`config.mk`:
```
export PLATFORM = sky130hd
export DESIGN_NAME = cfg_serial_port
export DESIGN_NICKNAME = d
export VERILOG_FILES = /design/src/rtl/cfg_sp_pkg.sv /design/src/rtl/cfg_sp_sync.sv /design/src/rtl/cfg_sp_regbank.sv /design/src/rtl/cfg_sp_engine.sv /design/src/rtl/cfg_serial_port.sv
export SDC_FILE = /design/constraint.sdc
export NUM_CORES = 1
export LEC_CHECK = 0
export ABC_AREA = 1
export BUFFER_PORTS_ARGS = -buffer_cell sky130_fd_sc_hd__buf_2
export CORE_MARGIN = 2
export CORE_UTILIZATION = 55
export DETAILED_ROUTE_END_ITERATION = 8
export PLACE_DENSITY = 0.85
export SETUP_SLACK_MARGIN = 0.5
export SLEW_MARGIN = 15
export SYNTH_ARGS = -nofsm -noshare
export SYNTH_HDL_FRONTEND = slang
export SYNTH_HIERARCHICAL = 1
export SYNTH_SLANG_ARGS = --single-unit
```
`constraint.sdc`:
```
create_clock -name clk -period 4.79 [get_ports clk]
set_input_delay 0.479 -clock clk [delete_from_list [all_inputs] [get_ports clk]]
set_output_delay 0.479 -clock clk [all_outputs]
set_load 0.05 [all_outputs]
```
`src/rtl/cfg_sp_pkg.sv`:
```
package cfg_sp_pkg;
   localparam int unsigned BYTE_W    = 8;
   // control bit positions inside register 0
   localparam int unsigned CTL_BIDIR = 7;
   localparam int unsigned CTL_LSB   = 6;
   localparam int unsigned CTL_SRST  = 5;

   typedef enum logic [1:0] {
      PH_INSTR = 2'd0,
      PH_DATA  = 2'd1,
      PH_DONE  = 2'd2
   } phase_e;
endpackage

```
`src/rtl/cfg_sp_sync.sv`:
```
module cfg_sp_sync #(
   parameter int unsigned W       = 1,
   parameter int unsigned STAGES  = 2,
   parameter logic [W-1:0] RST_VAL = '0
) (
   input  logic         clk,
   input  logic         rst_n,
   input  logic [W-1:0] d,
   output logic [W-1:0] q
);
   logic [STAGES-1:0][W-1:0] stg;

   always_ff @(posedge clk or negedge rst_n) begin
      if (!rst_n) begin
         stg <= {STAGES{RST_VAL}};
      end else begin
         stg <= {stg[STAGES-2:0], d};
      end
   end

   assign q = stg[STAGES-1];
endmodule

```
`src/rtl/cfg_sp_regbank.sv`:
```
module cfg_sp_regbank
   import cfg_sp_pkg::*;
#(
   parameter int unsigned AW = 5
) (
   input  logic                       clk,
   input  logic                       rst_n,
   input  logic                       wr_en,
   input  logic [AW-1:0]              wr_addr,
   input  logic [BYTE_W-1:0]          wr_data,
   input  logic [AW-1:0]              rd_addr,
   output logic [BYTE_W-1:0]          rd_data,
   output logic [(BYTE_W<<AW)-1:0]    bank
);
   localparam int unsigned NREG = 1 << AW;

   logic srst;
   assign srst = wr_en && (wr_addr == '0) && wr_data[CTL_SRST];

   generate
      for (genvar i = 0; i < NREG; i++) begin : g_reg
         localparam logic [BYTE_W-1:0] KEEP =
            (i == 0) ? ~(BYTE_W'(1) << CTL_SRST) : {BYTE_W{1'b1}};
         logic [BYTE_W-1:0] r;

         always_ff @(posedge clk or negedge rst_n) begin
            if (!rst_n) begin
               r <= '0;
            end else if (srst) begin
               r <= '0;
            end else if (wr_en && (wr_addr == AW'(i))) begin
               r <= wr_data & KEEP;
            end
         end

         assign bank[i*BYTE_W +: BYTE_W] = r;


         byte_store_chk: assert property (@(posedge clk) disable iff (!rst_n)
            (wr_en && (wr_addr == AW'(i)) && !srst) |=> (r == ($past(wr_data) & KEEP)));
      end
   endgenerate

   assign rd_data = bank[rd_addr*BYTE_W +: BYTE_W];


   soft_clear_chk: assert property (@(posedge clk) disable iff (!rst_n)
      srst |=> (bank == '0));
endmodule

```
`src/rtl/cfg_sp_engine.sv`:
```
module cfg_sp_engine
   import cfg_sp_pkg::*;
#(
   parameter int unsigned CNT_W = 2,
   parameter int unsigned AW    = 5
) (
   input  logic              clk,
   input  logic              rst_n,
   input  logic              cs_s,
   input  logic              sclk_s,
   input  logic              sdi_s,
   input  logic              ctl_bidir,
   input  logic              ctl_lsb,
   input  logic [BYTE_W-1:0] rd_data,
   output logic              wr_en,
   output logic [AW-1:0]     wr_addr,
   output logic [BYTE_W-1:0] wr_data,
   output logic [AW-1:0]     rd_addr,
   output logic              out_bit,
   output logic              oe,
   output logic              bidir_mode
);
   localparam int unsigned LW = CNT_W + 1;
   localparam logic [AW-1:0] A_ONE = AW'(1);
   localparam logic [2:0] LAST_BIT = 3'd7;

   phase_e            phase;
   logic              sclk_d;
   logic [BYTE_W-1:0] shreg;
   logic [BYTE_W-1:0] tx_q;
   logic [BYTE_W-1:0] byte_in;
   logic [2:0]        bitcnt;
   logic [LW-1:0]     left_q;
   logic [AW-1:0]     addr_q;
   logic [AW-1:0]     addr_step;
   logic              rw_q;
   logic              lsb_act;
   logic              bidir_act;
   logic              rise;
   logic              fall;

   function automatic logic pick(input logic [BYTE_W-1:0] b,
                                 input logic [2:0] idx,
                                 input logic lsb);
      return lsb ? b[idx] : b[3'(BYTE_W-1) - idx];
   endfunction

   assign rise      = sclk_s && !sclk_d && !cs_s;
   assign fall      = !sclk_s && sclk_d && !cs_s;
   assign byte_in   = lsb_act ? {sdi_s, shreg[BYTE_W-1:1]} : {shreg[BYTE_W-2:0], sdi_s};
   assign addr_step = lsb_act ? addr_q + A_ONE : addr_q - A_ONE;

   assign wr_en      = rise && (phase == PH_DATA) && !rw_q && (bitcnt == LAST_BIT);
   assign wr_addr    = addr_q;
   assign wr_data    = byte_in;
   assign rd_addr    = addr_q;
   assign bidir_mode = bidir_act;

   always_ff @(posedge clk or negedge rst_n) begin
      if (!rst_n) begin
         phase     <= PH_INSTR;
         sclk_d    <= 1'b0;
         shreg     <= '0;
         tx_q      <= '0;
         bitcnt    <= '0;
         left_q    <= '0;
         addr_q    <= '0;
         rw_q      <= 1'b0;
         lsb_act   <= 1'b0;
         bidir_act <= 1'b0;
         out_bit   <= 1'b0;
         oe        <= 1'b0;
      end else begin
         sclk_d <= sclk_s;
         if (cs_s) begin
            phase     <= PH_INSTR;
            bitcnt    <= '0;
            oe        <= 1'b0;
            out_bit   <= 1'b0;
            lsb_act   <= ctl_lsb;
            bidir_act <= ctl_bidir;
         end else begin
            if (rise && (phase != PH_DONE)) begin
               shreg  <= byte_in;
               bitcnt <= bitcnt + 3'd1;
               if (bitcnt == LAST_BIT) begin
                  if (phase == PH_INSTR) begin
                     rw_q   <= byte_in[BYTE_W-1];
                     left_q <= LW'(byte_in[BYTE_W-2 -: CNT_W]) + LW'(1);
                     addr_q <= byte_in[AW-1:0];
                     phase  <= PH_DATA;
                  end else begin
                     addr_q <= addr_step;
                     left_q <= left_q - LW'(1);
                     if (left_q == LW'(1)) begin
                        phase <= PH_DONE;
                     end
                  end
               end
            end
            if (fall && (phase == PH_DATA) && rw_q) begin
               oe <= bidir_act;
               if (bitcnt == 3'd0) begin
                  tx_q    <= rd_data;
                  out_bit <= pick(rd_data, 3'd0, lsb_act);
               end else begin
                  out_bit <= pick(tx_q, bitcnt, lsb_act);
               end
            end
         end
      end
   end


   mode_hold_chk: assert property (@(posedge clk) disable iff (!rst_n)
      !cs_s |=> (cs_s || ($stable(lsb_act) && $stable(bidir_act))));


   oe_release_chk: assert property (@(posedge clk) disable iff (!rst_n)
      cs_s |=> !oe);


   oe_mode_chk: assert property (@(posedge clk) disable iff (!rst_n)
      !bidir_act |-> !oe);


   count_live_chk: assert property (@(posedge clk) disable iff (!rst_n)
      (phase == PH_DATA) |-> (left_q != '0));
endmodule

```
`src/rtl/cfg_serial_port.sv`:
```
module cfg_serial_port
   import cfg_sp_pkg::*;
#(
   parameter int unsigned CNT_W       = 2,
   parameter int unsigned SYNC_STAGES = 2,
   localparam int unsigned AW         = BYTE_W - 1 - CNT_W,
   localparam int unsigned NREG       = 1 << AW
) (
   input  logic                     clk,
   input  logic                     rst_n,
   input  logic                     cs_n,
   input  logic                     sclk,
   input  logic                     sdio_in,
   output logic                     sdio_out,
   output logic                     sdio_oe,
   output logic                     sdo,
   output logic [NREG*BYTE_W-1:0]   cfg_q
);
   generate
      if (CNT_W < 1 || CNT_W > 3) begin : g_bad_cnt
         $error("CNT_W must lie in 1..3");
      end
      if (SYNC_STAGES < 2) begin : g_bad_sync
         $error("SYNC_STAGES must be at least 2");
      end
   endgenerate

   logic              cs_s;
   logic              sclk_s;
   logic              sdi_s;
   logic              wr_en;
   logic [AW-1:0]     wr_addr;
   logic [BYTE_W-1:0] wr_data;
   logic [AW-1:0]     rd_addr;
   logic [BYTE_W-1:0] rd_data;
   logic              out_bit;
   logic              bidir_mode;

   cfg_sp_sync #(
      .W       (3),
      .STAGES  (SYNC_STAGES),
      .RST_VAL (3'b100)
   ) u_sync (
      .clk   (clk),
      .rst_n (rst_n),
      .d     ({cs_n, sclk, sdio_in}),
      .q     ({cs_s, sclk_s, sdi_s})
   );

   cfg_sp_engine #(
      .CNT_W (CNT_W),
      .AW    (AW)
   ) u_engine (
      .clk        (clk),
      .rst_n      (rst_n),
      .cs_s       (cs_s),
      .sclk_s     (sclk_s),
      .sdi_s      (sdi_s),
      .ctl_bidir  (cfg_q[CTL_BIDIR]),
      .ctl_lsb    (cfg_q[CTL_LSB]),
      .rd_data    (rd_data),
      .wr_en      (wr_en),
      .wr_addr    (wr_addr),
      .wr_data    (wr_data),
      .rd_addr    (rd_addr),
      .out_bit    (out_bit),
      .oe         (sdio_oe),
      .bidir_mode (bidir_mode)
   );

   cfg_sp_regbank #(
      .AW (AW)
   ) u_bank (
      .clk     (clk),
      .rst_n   (rst_n),
      .wr_en   (wr_en),
      .wr_addr (wr_addr),
      .wr_data (wr_data),
      .rd_addr (rd_addr),
      .rd_data (rd_data),
      .bank    (cfg_q)
   );

   assign sdio_out = bidir_mode ? out_bit : 1'b0;
   assign sdo      = bidir_mode ? 1'b0 : out_bit;
endmodule

```
==> results of run 1 <==
[placed cells by master (no fill, tap or decap), types with 2 or more instances in the layout]
master and count:
nor2_1 22, clkinv_2 11, o211ai_1 3, clkbuf_16 31, nand2_2 3, inv_2 6, o21ai_0 230, buf_12 4
nor3_1 5, ha_1 9, dfstp_2 2, nand2_4 2, inv_1 121, clkbuf_1 5, dfrtp_2 2, clkbuf_8 8
nor2_2 16, a21oi_2 13, o31ai_4 6, dfrtp_1 291, o21ai_2 3, buf_2 261, xor2_1 3, buf_4 16
nand3_2 2, nand3_1 276, a21oi_1 7, nand2_1 638, o21ai_1 60
[where the power goes]
group	internal [W]	switching [W]	total (W)
Combinational	0.0000437	0.000306	0.000350
Clock	0.00130	0.000985	0.00229
Sequential	0.00252	0.0000114	0.00253
[final timing paths]
check | slack [ns] | cells past startpoint | from | to
max | 0.93 | 11 | u_engine/bitcnt[0] | u_bank/g_reg[1].r[5]
min reg2reg | 0.35 | 0 | u_sync/stg[0] | u_sync/q[0]
max in group asynchronous | 3.63 | 2 | rst_n | u_bank/g_reg[18].r[4]
max reg2reg | 0.93 | 11 | u_engine/bitcnt[0] | u_bank/g_reg[1].r[5]
min in group asynchronous | 0.05 | 1 | rst_n | u_bank/g_reg[25].r[4]
min | 0.02 | 1 | cs_n | u_sync/stg[2]
[metal layers]
layer | wire length, um | GRT usage [%]
met5 | 0 | 0
met4 | 3130 | 18.4
met3 | 6720 | 8.79
met2 | 22700 | 54.5
met1 | 18200 | 46.0
[logic make-up after synthesis]
family	synth area share [%]
xor gates and xnor gates	0.180
DFF	50.7
AOI/OAI and AO/OA	12.4
buffers and inverters	7.63
adders and majority gates	0.908
and+or+nand+nor	28.2
other	0.0257
[cell type report]
class / instances / share of cell area, %
Sequential cell: 296 / 43.9
Multi-Input combinational cell: 1307 / 36.0
Timing Repair Buffer: 282 / 9.01
Clock buffer: 44 / 5.36
Inverter: 130 / 2.91
Tap cell: 335 / 2.48
Clock inverter: 11 / 0.341
[state kept, by name, indices dropped and copies added (netlist names), 2 cells and up]
register and flops:
u_bank/g.r 255, u_engine/bitcnt 3, u_engine/left_q 3, u_engine/phase 2
u_engine/rd_addr 5, u_engine/shreg 8, u_engine/tx_q 8, u_sync/q 3
u_sync/stg 3
[through the flow]
stage | cell area (um2) | hold slack (ns) | total power (W) | utilization (%) | setup slack, ns
6_report | 16900 | 0.0228 | 0.00517 | 64.8 | 0.934
5_1_grt | 16900 | 0.0144 | 0.00532 | 64.8 | 0.685
4_1_cts | 16900 | 0.0101 | 0.00517 | 64.8 | 0.947
3_5_place_dp | 15900 | 0.344 | 0.00291 | 61.1 | 0.975
3_3_place_gp | 15900 | 0.334 | 0.00290 | 61.1 | 1.13
2_1_floorplan | 14600 | 0.183 | 0.00272 | - | 2.52
==> metrics.md, run 1 <==
| Metric | Value |
|---|---|
| Syn Area/Cell | `7.87 um2` |
| Initial Util | `56.1%` |
| Register area | `7420 um2` |
| VDD IR max | `0.296 mV` |
| Slowest-stage cell, CP | `nand2_1` |
| Mapped Cells | `1,857` |
| Crit path kind | `flip-flop to flip-flop` |
| Status | `completed` |
| Hold violation total from the final report | `0` |
| Most used cell, CP | `nand2_1` |
| Top FF cell, synth | `dfrtp_1` |
| Die area | `27,900 um2` |
| Yosys reg bits | `296` |
| Clock Tree Root | `clkbuf_16` |
| Top post-synthesis cells by count | `638 x nand2_1, 294 x dfrtp_1, 276 x nand3_1` |
| Number of global-route vias before repair | `13,400` |
| Setup TNS | `0 ns` |
| WP data arrival | `4.26 ns` |
| Core box area | `26,100 um2` |
| Die width | `167 um` |
| Maxcap violations | `0` |
| DRC | `0` |
| Congestion Overflow GR | `0` |
| Yosys top cell area share | `50.4%` |
| Rows | `59` |
| Maximum fanout along the worst path | `15` |
| Ports | `264` |
| RSZ-0062 raised after global routing | `no` |
| FFs w/ async S/R, synth | `100%` |
| Synth area leaders | `dfrtp_1 50%, nand2_1 16%, nand3_1 9.5%` |
| First-pass GRT wire length | `76.8 mm` |
| CTS tree | `yes` |
| Relative slew margins | `28.2%` |
| Slew @ Worst Pin | `1.08 ns` |
| Largest net degree at the start of global routing | `136` |
| CTS sink cnt | `296` |
| Post-CTS Hold Buffers | `0` |
| Initial antenna violation count | `0` |
| Buf/Inv on CP | `2` |
| Fmax | `259 MHz` |
| Worst setup EP type | `flip-flop` |
| Non-filler instance count after layout | `2,405` |
| Fin. max-slew vios | `0` |
| Post-DR vias/cell | `6.11` |
| DPL Wire Length | `34.7 mm` |
| Area delta synth->final | `15.7%` |
| Delay-heaviest family, CP | `simple AND/OR/NAND/NOR gates` |
| Count leader, synth | `nand2_1` |
| Share of layout cells above drive strength 1 | `19.1%` |
| Fin crit period | `3.86 ns` |
| WL per Instance | `21.1 um` |
| Syn. warnings | `6` |
| Post-synth EDFFs | `0` |
| Clk_lat worst skew | `0.56 ns` |
| Final setup violation count | `0` |
| Post-CTS Setup Repair Bufs | `0` |
| Final nets | `2,062` |
| PostCTS Resize Cnt | `0` |
| Die height | `167 um` |
| Final period util | `80.5%` |
| WP data required | `5.20 ns` |
| DP Cell Count | `2,350` |
| Reg clk slew, reported paths | `0.06 ns` |
| Sequential-to-total area share from yosys stat | `50.7%` |
| Hold Crit Class | `input port to flip-flop` |
| Final RePlAce weighted congestion | `0.981` |
| Leakage Power | `8.47 nW` |
| Fill cell count | `2,183` |
| Synth unique cells | `38` |
| Detail Route Antenna Nets | `0` |
| Critical path startpoint category | `flip-flop` |
| Multi-input gate area | `6080 um2` |
| Pwr/cell area | `306 nW/um2` |
| Inserted Clock Buffers | `30` |
| Synthesized cell area | `14,600 um2` |
| Max Clock Skew | `0.0110 ns` |
| Longest Clk Path Bufs | `3` |
| Net count after synthesis | `1,872` |
| Crit-path cells | `ha_1, ha_1, nand2_1, nor3_1, inv_1, nor2_2, nand3_1, nand2_1, inv_1, nand2_1, o21ai_0` |
| GRT Util Overall | `35.2%` |
| Post-Route WL | `50.8 mm` |
| Pre-Repair DR Iteration Count | `8` |
| IO buf count | `262` |
| H-tree depth | `1` |
| Largest area contributor in the netlist | `dfrtp_1` |
| Antenna cells | `0` |
| Initial drt markers | `2,097` |
| Vias | `14,700` |
| CP peak stage delay | `0.59 ns` |
(Power assumes the default switching activity.)
==> run 2: changes to the inputs <==
--- a/config.mk
+++ b/config.mk
@@ -5,7 +5,7 @@
 export SDC_FILE = /design/constraint.sdc
 export NUM_CORES = 1
 export LEC_CHECK = 0
-export ABC_AREA = 1
+export ABC_AREA = 0
 export BUFFER_PORTS_ARGS = -buffer_cell sky130_fd_sc_hd__buf_2
 export CORE_MARGIN = 2
 export CORE_UTILIZATION = 55
==> constraint.sdc (replaced) <==
create_clock -name clk -period 3.8 [get_ports clk]
set_input_delay 0.38 -clock clk [delete_from_list [all_inputs] [get_ports clk]]
set_output_delay 0.38 -clock clk [all_outputs]
set_load 0.05 [all_outputs]
==> run 2 against run 1 <==
  * Cell count is 18% lower
  * Setup slack worse by 0.31 ns
  * Wire length decreased by 5.3%
  * Via count decreased by 12%
  * Critical path type unchanged
  * First-iteration DRC count down 12%
==> metrics.md, run 2 <==
| Metric | Value |
|---|---|
| Max Clock Skew | `0.0125 ns` |
| Core box area | `26,700 um2` |
| Initial Util | `55.6%` |
| Fmax | `315 MHz` |
| Longest Clk Path Bufs | `3` |
| Hold violation total from the final report | `0` |
| H-tree depth | `1` |
| RSZ-0062 raised after global routing | `no` |
| Share of layout cells above drive strength 1 | `29.1%` |
| Internal | `0.00503 W` |
| Post-synth EDFFs | `0` |
| Detail Route Antenna Nets | `0` |
| CTS tree | `yes` |
| Clk_lat worst skew | `0.56 ns` |
| Sequential-to-total area share from yosys stat | `49.9%` |
| Inserted Clock Buffers | `31` |
| Most frequent cells in the layout | `290 x dfrtp_1, 261 x buf_2, 188 x nand2_1, 153 x a21oi_1, 134 x nor2_1` |
| Leakage Power | `8.62 nW` |
| Final period util | `83.5%` |
| GRT Util Overall | `33.4%` |
| FFs w/ async S/R, synth | `100%` |
| First-pass GRT wire length | `73.9 mm` |
| Non-filler instance count after layout | `1,971` |
| Sequential share of power | `47.8%` |
| DPL Wire Length | `31.1 mm` |
| Hold Slack | `0.351 ns` |
| Post-Route WL | `48.0 mm` |
| Pre-Repair DR Iteration Count | `9` |
| Die area | `28,300 um2` |
| Synthesized cell area | `14,900 um2` |
| Final Instance Area | `17,500 um2` |
| VDD IR max | `0.350 mV` |
| Crit path kind | `flip-flop to flip-flop` |
| Fin. max-slew vios | `0` |
| Mapped Cells | `1,404` |
| Syn Area/Cell | `10.6 um2` |
| Hold Crit Class | `flip-flop to flip-flop` |
| Die width | `168 um` |
| Post-CTS Setup Repair Bufs | `0` |
| Ports | `264` |
| Rows | `60` |
| Max reg flops | `255` |
| CTS sink cnt | `296` |
| Final setup violation count | `0` |
| Fin util | `65.4%` |
| Clock Tree Root | `clkbuf_16` |
| Multi-input gate area | `6820 um2` |
| WP data arrival | `3.63 ns` |
| Status | `completed` |
| Switch share | `24.8%` |
| Initial drt markers | `1,848` |
| Post-DR vias/cell | `6.57` |
| Final nets | `1,622` |
| Fill cell count | `1,959` |
| Die height | `168 um` |
| Synth area leaders | `dfrtp_1 50%, mux4_2 11%, mux2i_1 7.1%` |
| Slew @ Worst Pin | `1.27 ns` |
| Comb pwr share | `6.4%` |
| Largest area contributor in the netlist | `dfrtp_1` |
| Area delta synth->final | `17.6%` |
| Critical path startpoint category | `flip-flop` |
| Worst setup EP type | `flip-flop` |
| Register area | `7420 um2` |
| Reg clk slew, reported paths | `0.06 ns` |
| Relative slew margins | `15.1%` |
| Pwr/cell area | `383 nW/um2` |
| Largest net degree at the start of global routing | `147` |
| Yosys reg bits | `296` |
| Synth unique cells | `57` |
| Number of global-route vias before repair | `12,500` |
| Top FF cell, synth | `dfrtp_1` |
| Count leader, synth | `dfrtp_1` |
| Maximum fanout along the worst path | `68` |
| Congestion Overflow GR | `0` |
| WP data required | `4.26 ns` |
| Initial antenna violation count | `1` |
| Yosys top cell area share | `49.5%` |
| Placed Area | `16,400 um2` |
| Sw Pwr | `0.00166 W` |
| Net count after synthesis | `1,419` |
| Clock share of power | `45.7%` |
| Fin crit period | `3.17 ns` |
| Maxcap violations | `0` |
| Antenna cells | `0` |
| Regs by FF count | `u_bank/g.r (255), u_engine/shreg (8), u_engine/tx_q (8)` |
| Vias | `12,900` |
| Register bank with the most flops | `u_bank/g.r` |
| WL per Instance | `24.4 um` |
| Final RePlAce weighted congestion | `0.937` |
| DRC | `0` |
| DP Cell Count | `1,910` |
| IO buf count | `262` |
| Top post-synthesis cells by count | `294 x dfrtp_1, 189 x nand2_1, 153 x a21oi_1` |
| Syn. warnings | `6` |
| Commonest non-fill, non-tap cell in the layout | `dfrtp_1` |
| Setup TNS | `0 ns` |
-- run 2: cell type report --
type	instances	share of cell area (%)
well taps	341	2.44
multi-input cells	958	39.0
flip-flops and latches	296	42.5
clock buffers	43	5.16
repair buffers	304	9.85
clock inverters	13	0.702
inverters	16	0.344
-- run 2: power by group through the flow --
| stage | clock network, W | logic (W) | registers, W |
|---|---|---|---|
| after detailed placement | 0 | 0.000404 | 0.00326 |
| after global placement | 0 | 0.000400 | 0.00325 |
| after CTS | 0.00308 | 0.000413 | 0.00320 |
| final | 0.00306 | 0.000430 | 0.00320 |
| after floorplan | 0 | 0.000218 | 0.00325 |
| after global routing | 0.00321 | 0.000450 | 0.00320 |
-- run 2: final timing paths --
kind                       slack, ns               endpoint                start  cells after the start
max in group asynchronous       2.40  u_bank/g_reg[25].r[7]                rst_n                      3
max                             0.63  u_bank/g_reg[15].r[5]  u_engine/rd_addr[2]                      4
min in group asynchronous       0.52   u_bank/g_reg[8].r[7]                rst_n                      2
min                             0.35            u_sync/q[1]        u_sync/stg[1]                      0
min reg2reg                     0.35            u_sync/q[1]        u_sync/stg[1]                      0
max reg2reg                     0.63  u_bank/g_reg[15].r[5]  u_engine/rd_addr[2]                      4
-- run 2: per-stage QoR --
stage               worst slack [ns]  total power, W
finish                         0.628         0.00669
global route                   0.538         0.00686
CTS                            0.600         0.00669
detailed placement             0.624         0.00366
global placement               0.700         0.00365
floorplan                       1.30         0.00346
-- run 2: kinds of logic after synthesis --
logic type / share of synthesized area [%]
AOI/OAI and AO/OA: 10.1
xor gates and xnor gates: 0.0590
adders and majority gates: 0.893
buffers and inverters: 4.60
DFF: 49.9
muxes: 20.6
other: 0.0252
and+or+nand+nor: 13.8
-- run 2: per-layer routing --
layer | track usage (%) | vias to the layer above | share of wire (%)
li1 | - | 5352 | -
met2 | 50.7 | 1040 | 46
met4 | 15.0 | 2 | 4.8
met3 | 8.77 | 175 | 13
met1 | 45.7 | 6375 | 36
met5 | 0 | - | 0.019
-- run 2: critical path, cell delays in order, from the launching register on --
cell,delay [ns]
dfrtp_4,1.11
nand4b_1,0.79
nor2_1,0.79
nor2_1,0.09
a211oi_1,0.26
-- run 2: repair_timing --
action                                  4_1_cts  5_1_grt
resized for setup                             0        8
hold buffers                                  4        0
endpoints found under the setup margin        0      241
endpoints found under the hold margin        22        0
==> run 3: changes to the inputs <==
==> constraint.sdc (replaced) <==
create_clock -name clk -period 3 [get_ports clk]
set_input_delay 0.3 -clock clk [delete_from_list [all_inputs] [get_ports clk]]
set_output_delay 0.3 -clock clk [all_outputs]
set_load 0.05 [all_outputs]
==> run 3 against run 2 <==
  * Global-route usage grew 3.7 points
  * Count of clock-buffer cells in the layout shrank 2
  * First-iteration DRC count grew 24%
  * Final area grew 4.9%
  * Largest power group is now the clock network
  * Die area is the same
  * Highest routed layer unchanged
  * Combinational power grew 47%
  * Clock skew grew 0.0073 ns
  * Non-clock buffer count grew 61
==> metrics.md, run 3 (synthesis gave the netlist of run 2 again) <==
| Metric | Value |
|---|---|
| Area delta synth->final | `23.5%` |
| WL per Instance | `26.3 um` |
| Worst setup EP type | `flip-flop` |
| Detail Route Antenna Nets | `0` |
| Share of layout cells above drive strength 1 | `32.7%` |
| Max reg flops | `255` |
| Final RePlAce weighted congestion | `0.917` |
| Die area | `28,300 um2` |
| Critical path startpoint category | `flip-flop` |
| Slew @ Worst Pin | `1.10 ns` |
| GR peak layer | `met2` |
| Final nets | `1,682` |
| Non-filler instance count after layout | `2,031` |
| Longest Clk Path Bufs | `3` |
| Most frequent cells in the layout | `289 x dfrtp_1, 261 x buf_2, 187 x nand2_1, 153 x a21oi_1, 130 x nor2_1` |
| Status | `completed` |
| Final Instance Area | `18,300 um2` |
| CTS sink cnt | `296` |
| Initial Util | `55.6%` |
| Relative slew margins | `26.7%` |
| Maxcap violations | `0` |
| Met2 GRT Util | `56.2%` |
| First-pass GRT wire length | `81.3 mm` |
| Pre-Repair DR Iteration Count | `6` |
| VDD IR max | `0.672 mV` |
| Crit path kind | `flip-flop to flip-flop` |
| Post-DR vias/cell | `6.85` |
| Antenna cells | `0` |
| Fmax | `368 MHz` |
| Inserted Clock Buffers | `30` |
| Fin util | `68.6%` |
| RR Startpoint | `u_engine/rd_addr[1]` |
| Max Clock Skew | `0.0197 ns` |
| Hold violation total from the final report | `0` |
| Hold Crit Class | `input port to async pin` |
| Fill cell count | `1,776` |
| H-tree depth | `1` |
| Number of global-route vias before repair | `13,500` |
| IO buf count | `262` |
| DP Cell Count | `1,940` |
| Pwr/cell area | `478 nW/um2` |
| Clk_lat worst skew | `0.57 ns` |
| Reg clk slew, reported paths | `0.07 ns` |
| WP data arrival | `3.13 ns` |
| Largest net degree at the start of global routing | `85` |
| Vias | `13,900` |
| Ports | `264` |
| Commonest non-fill, non-tap cell in the layout | `dfrtp_1` |
| Total power | `0.00876 W` |
| CTS tree | `yes` |
| Core box area | `26,700 um2` |
| Grt met1 use | `49.8%` |
| Register bank with the most flops | `u_bank/g.r` |
| Initial drt markers | `2,298` |
| Fin crit period | `2.71 ns` |
| Initial antenna violation count | `3` |
| GR Util met3 | `10.1%` |
| GRT Util Overall | `37.1%` |
| DPL Wire Length | `32.7 mm` |
| Worst Reg-to-Reg Cells | `8` |
| Maximum fanout along the worst path | `6` |
| Die height | `168 um` |
| Placed Area | `16,700 um2` |
| Fin. max-slew vios | `0` |
| Die width | `168 um` |
| WP data required | `3.42 ns` |
| Post-Route WL | `53.4 mm` |
| Leakage Power | `9.02 nW` |
| Reg2Reg Setup Slack | `0.29 ns` |
| Clock Tree Root | `clkbuf_16` |
| Final setup violation count | `0` |
| R2R Path End | `u_engine/out_bit` |
| RSZ-0062 raised after global routing | `yes` |
| DRC | `0` |
| Setup TNS | `0 ns` |
| Congestion Overflow GR | `0` |
| Regs by FF count | `u_bank/g.r (255), u_engine/shreg (8), u_engine/tx_q (8)` |
| Rows | `60` |
| Final period util | `90.5%` |
[run 3: cell type report]
cell class                      count  area (um2)  area share [%]
Timing Repair Buffer              365        2460            13.4
Clock buffer                       41         863            4.71
Tap cell                          341         427            2.33
Clock inverter                     14         203            1.11
Sequential cell                   296        7420            40.5
Multi-Input combinational cell    958        6900            37.6
Inverter                           16        63.8           0.348
[run 3: metrics by stage]
step | setup slack [ns] | hold WS [ns]
floorplan | 0.506 | 0.00441
CTS | 0.400 | 0.354
detailed placement | 0.191 | 0.336
global route | 0.246 | 0.367
global placement | 0.290 | 0.338
finish | 0.286 | 0.335
[run 3: timing repair]
item	4_1_cts	5_1_grt
cloned	5	1
hold buffers	4	0
endpoints found under the hold margin	83	0
pin swaps	5	1
endpoints found under the setup margin	250	241
setup buffers	20	6
gates resized for setup	23	24
[run 3: worst max-delay path by stage]
stage	start	end	slack, ns	depth (start not counted)
after global routing	u_engine/lsb_act	u_engine/rd_addr[4]	0.25	7
after detailed placement	u_engine/rd_addr[1]	u_engine/out_bit	0.19	8
final	u_engine/rd_addr[1]	u_engine/out_bit	0.29	8
after floorplan	u_engine/rd_addr[2]	u_engine/out_bit	0.51	9
after CTS	u_engine/rd_addr[1]	u_engine/out_bit	0.40	8
after global placement	u_engine/rd_addr[1]	u_engine/out_bit	0.29	8
[run 3: layer usage]
layer  share of wire (%)  routed length, um
met1                  35              18600
met2                  45              24000
met3                  14               7640
met4                 6.0               3210
met5               0.052                 28
[run 3: worst max-delay path: stages, from the launching register on]
cell	delay, ns
dfrtp_4	0.50
buf_6	0.14
mux4_2	0.56
mux4_2	0.56
mux2_4	0.30
mux2i_1	0.18
nand2_1	0.09
o211ai_1	0.11
o211ai_1	0.13
[run 3: power breakdown]
part	switching, W	total [W]	internal (W)
sequential	0.0000237	0.00405	0.00402
clock	0.00165	0.00408	0.00244
combinational	0.000499	0.000632	0.000132
total	0.00217	0.00876	0.00659
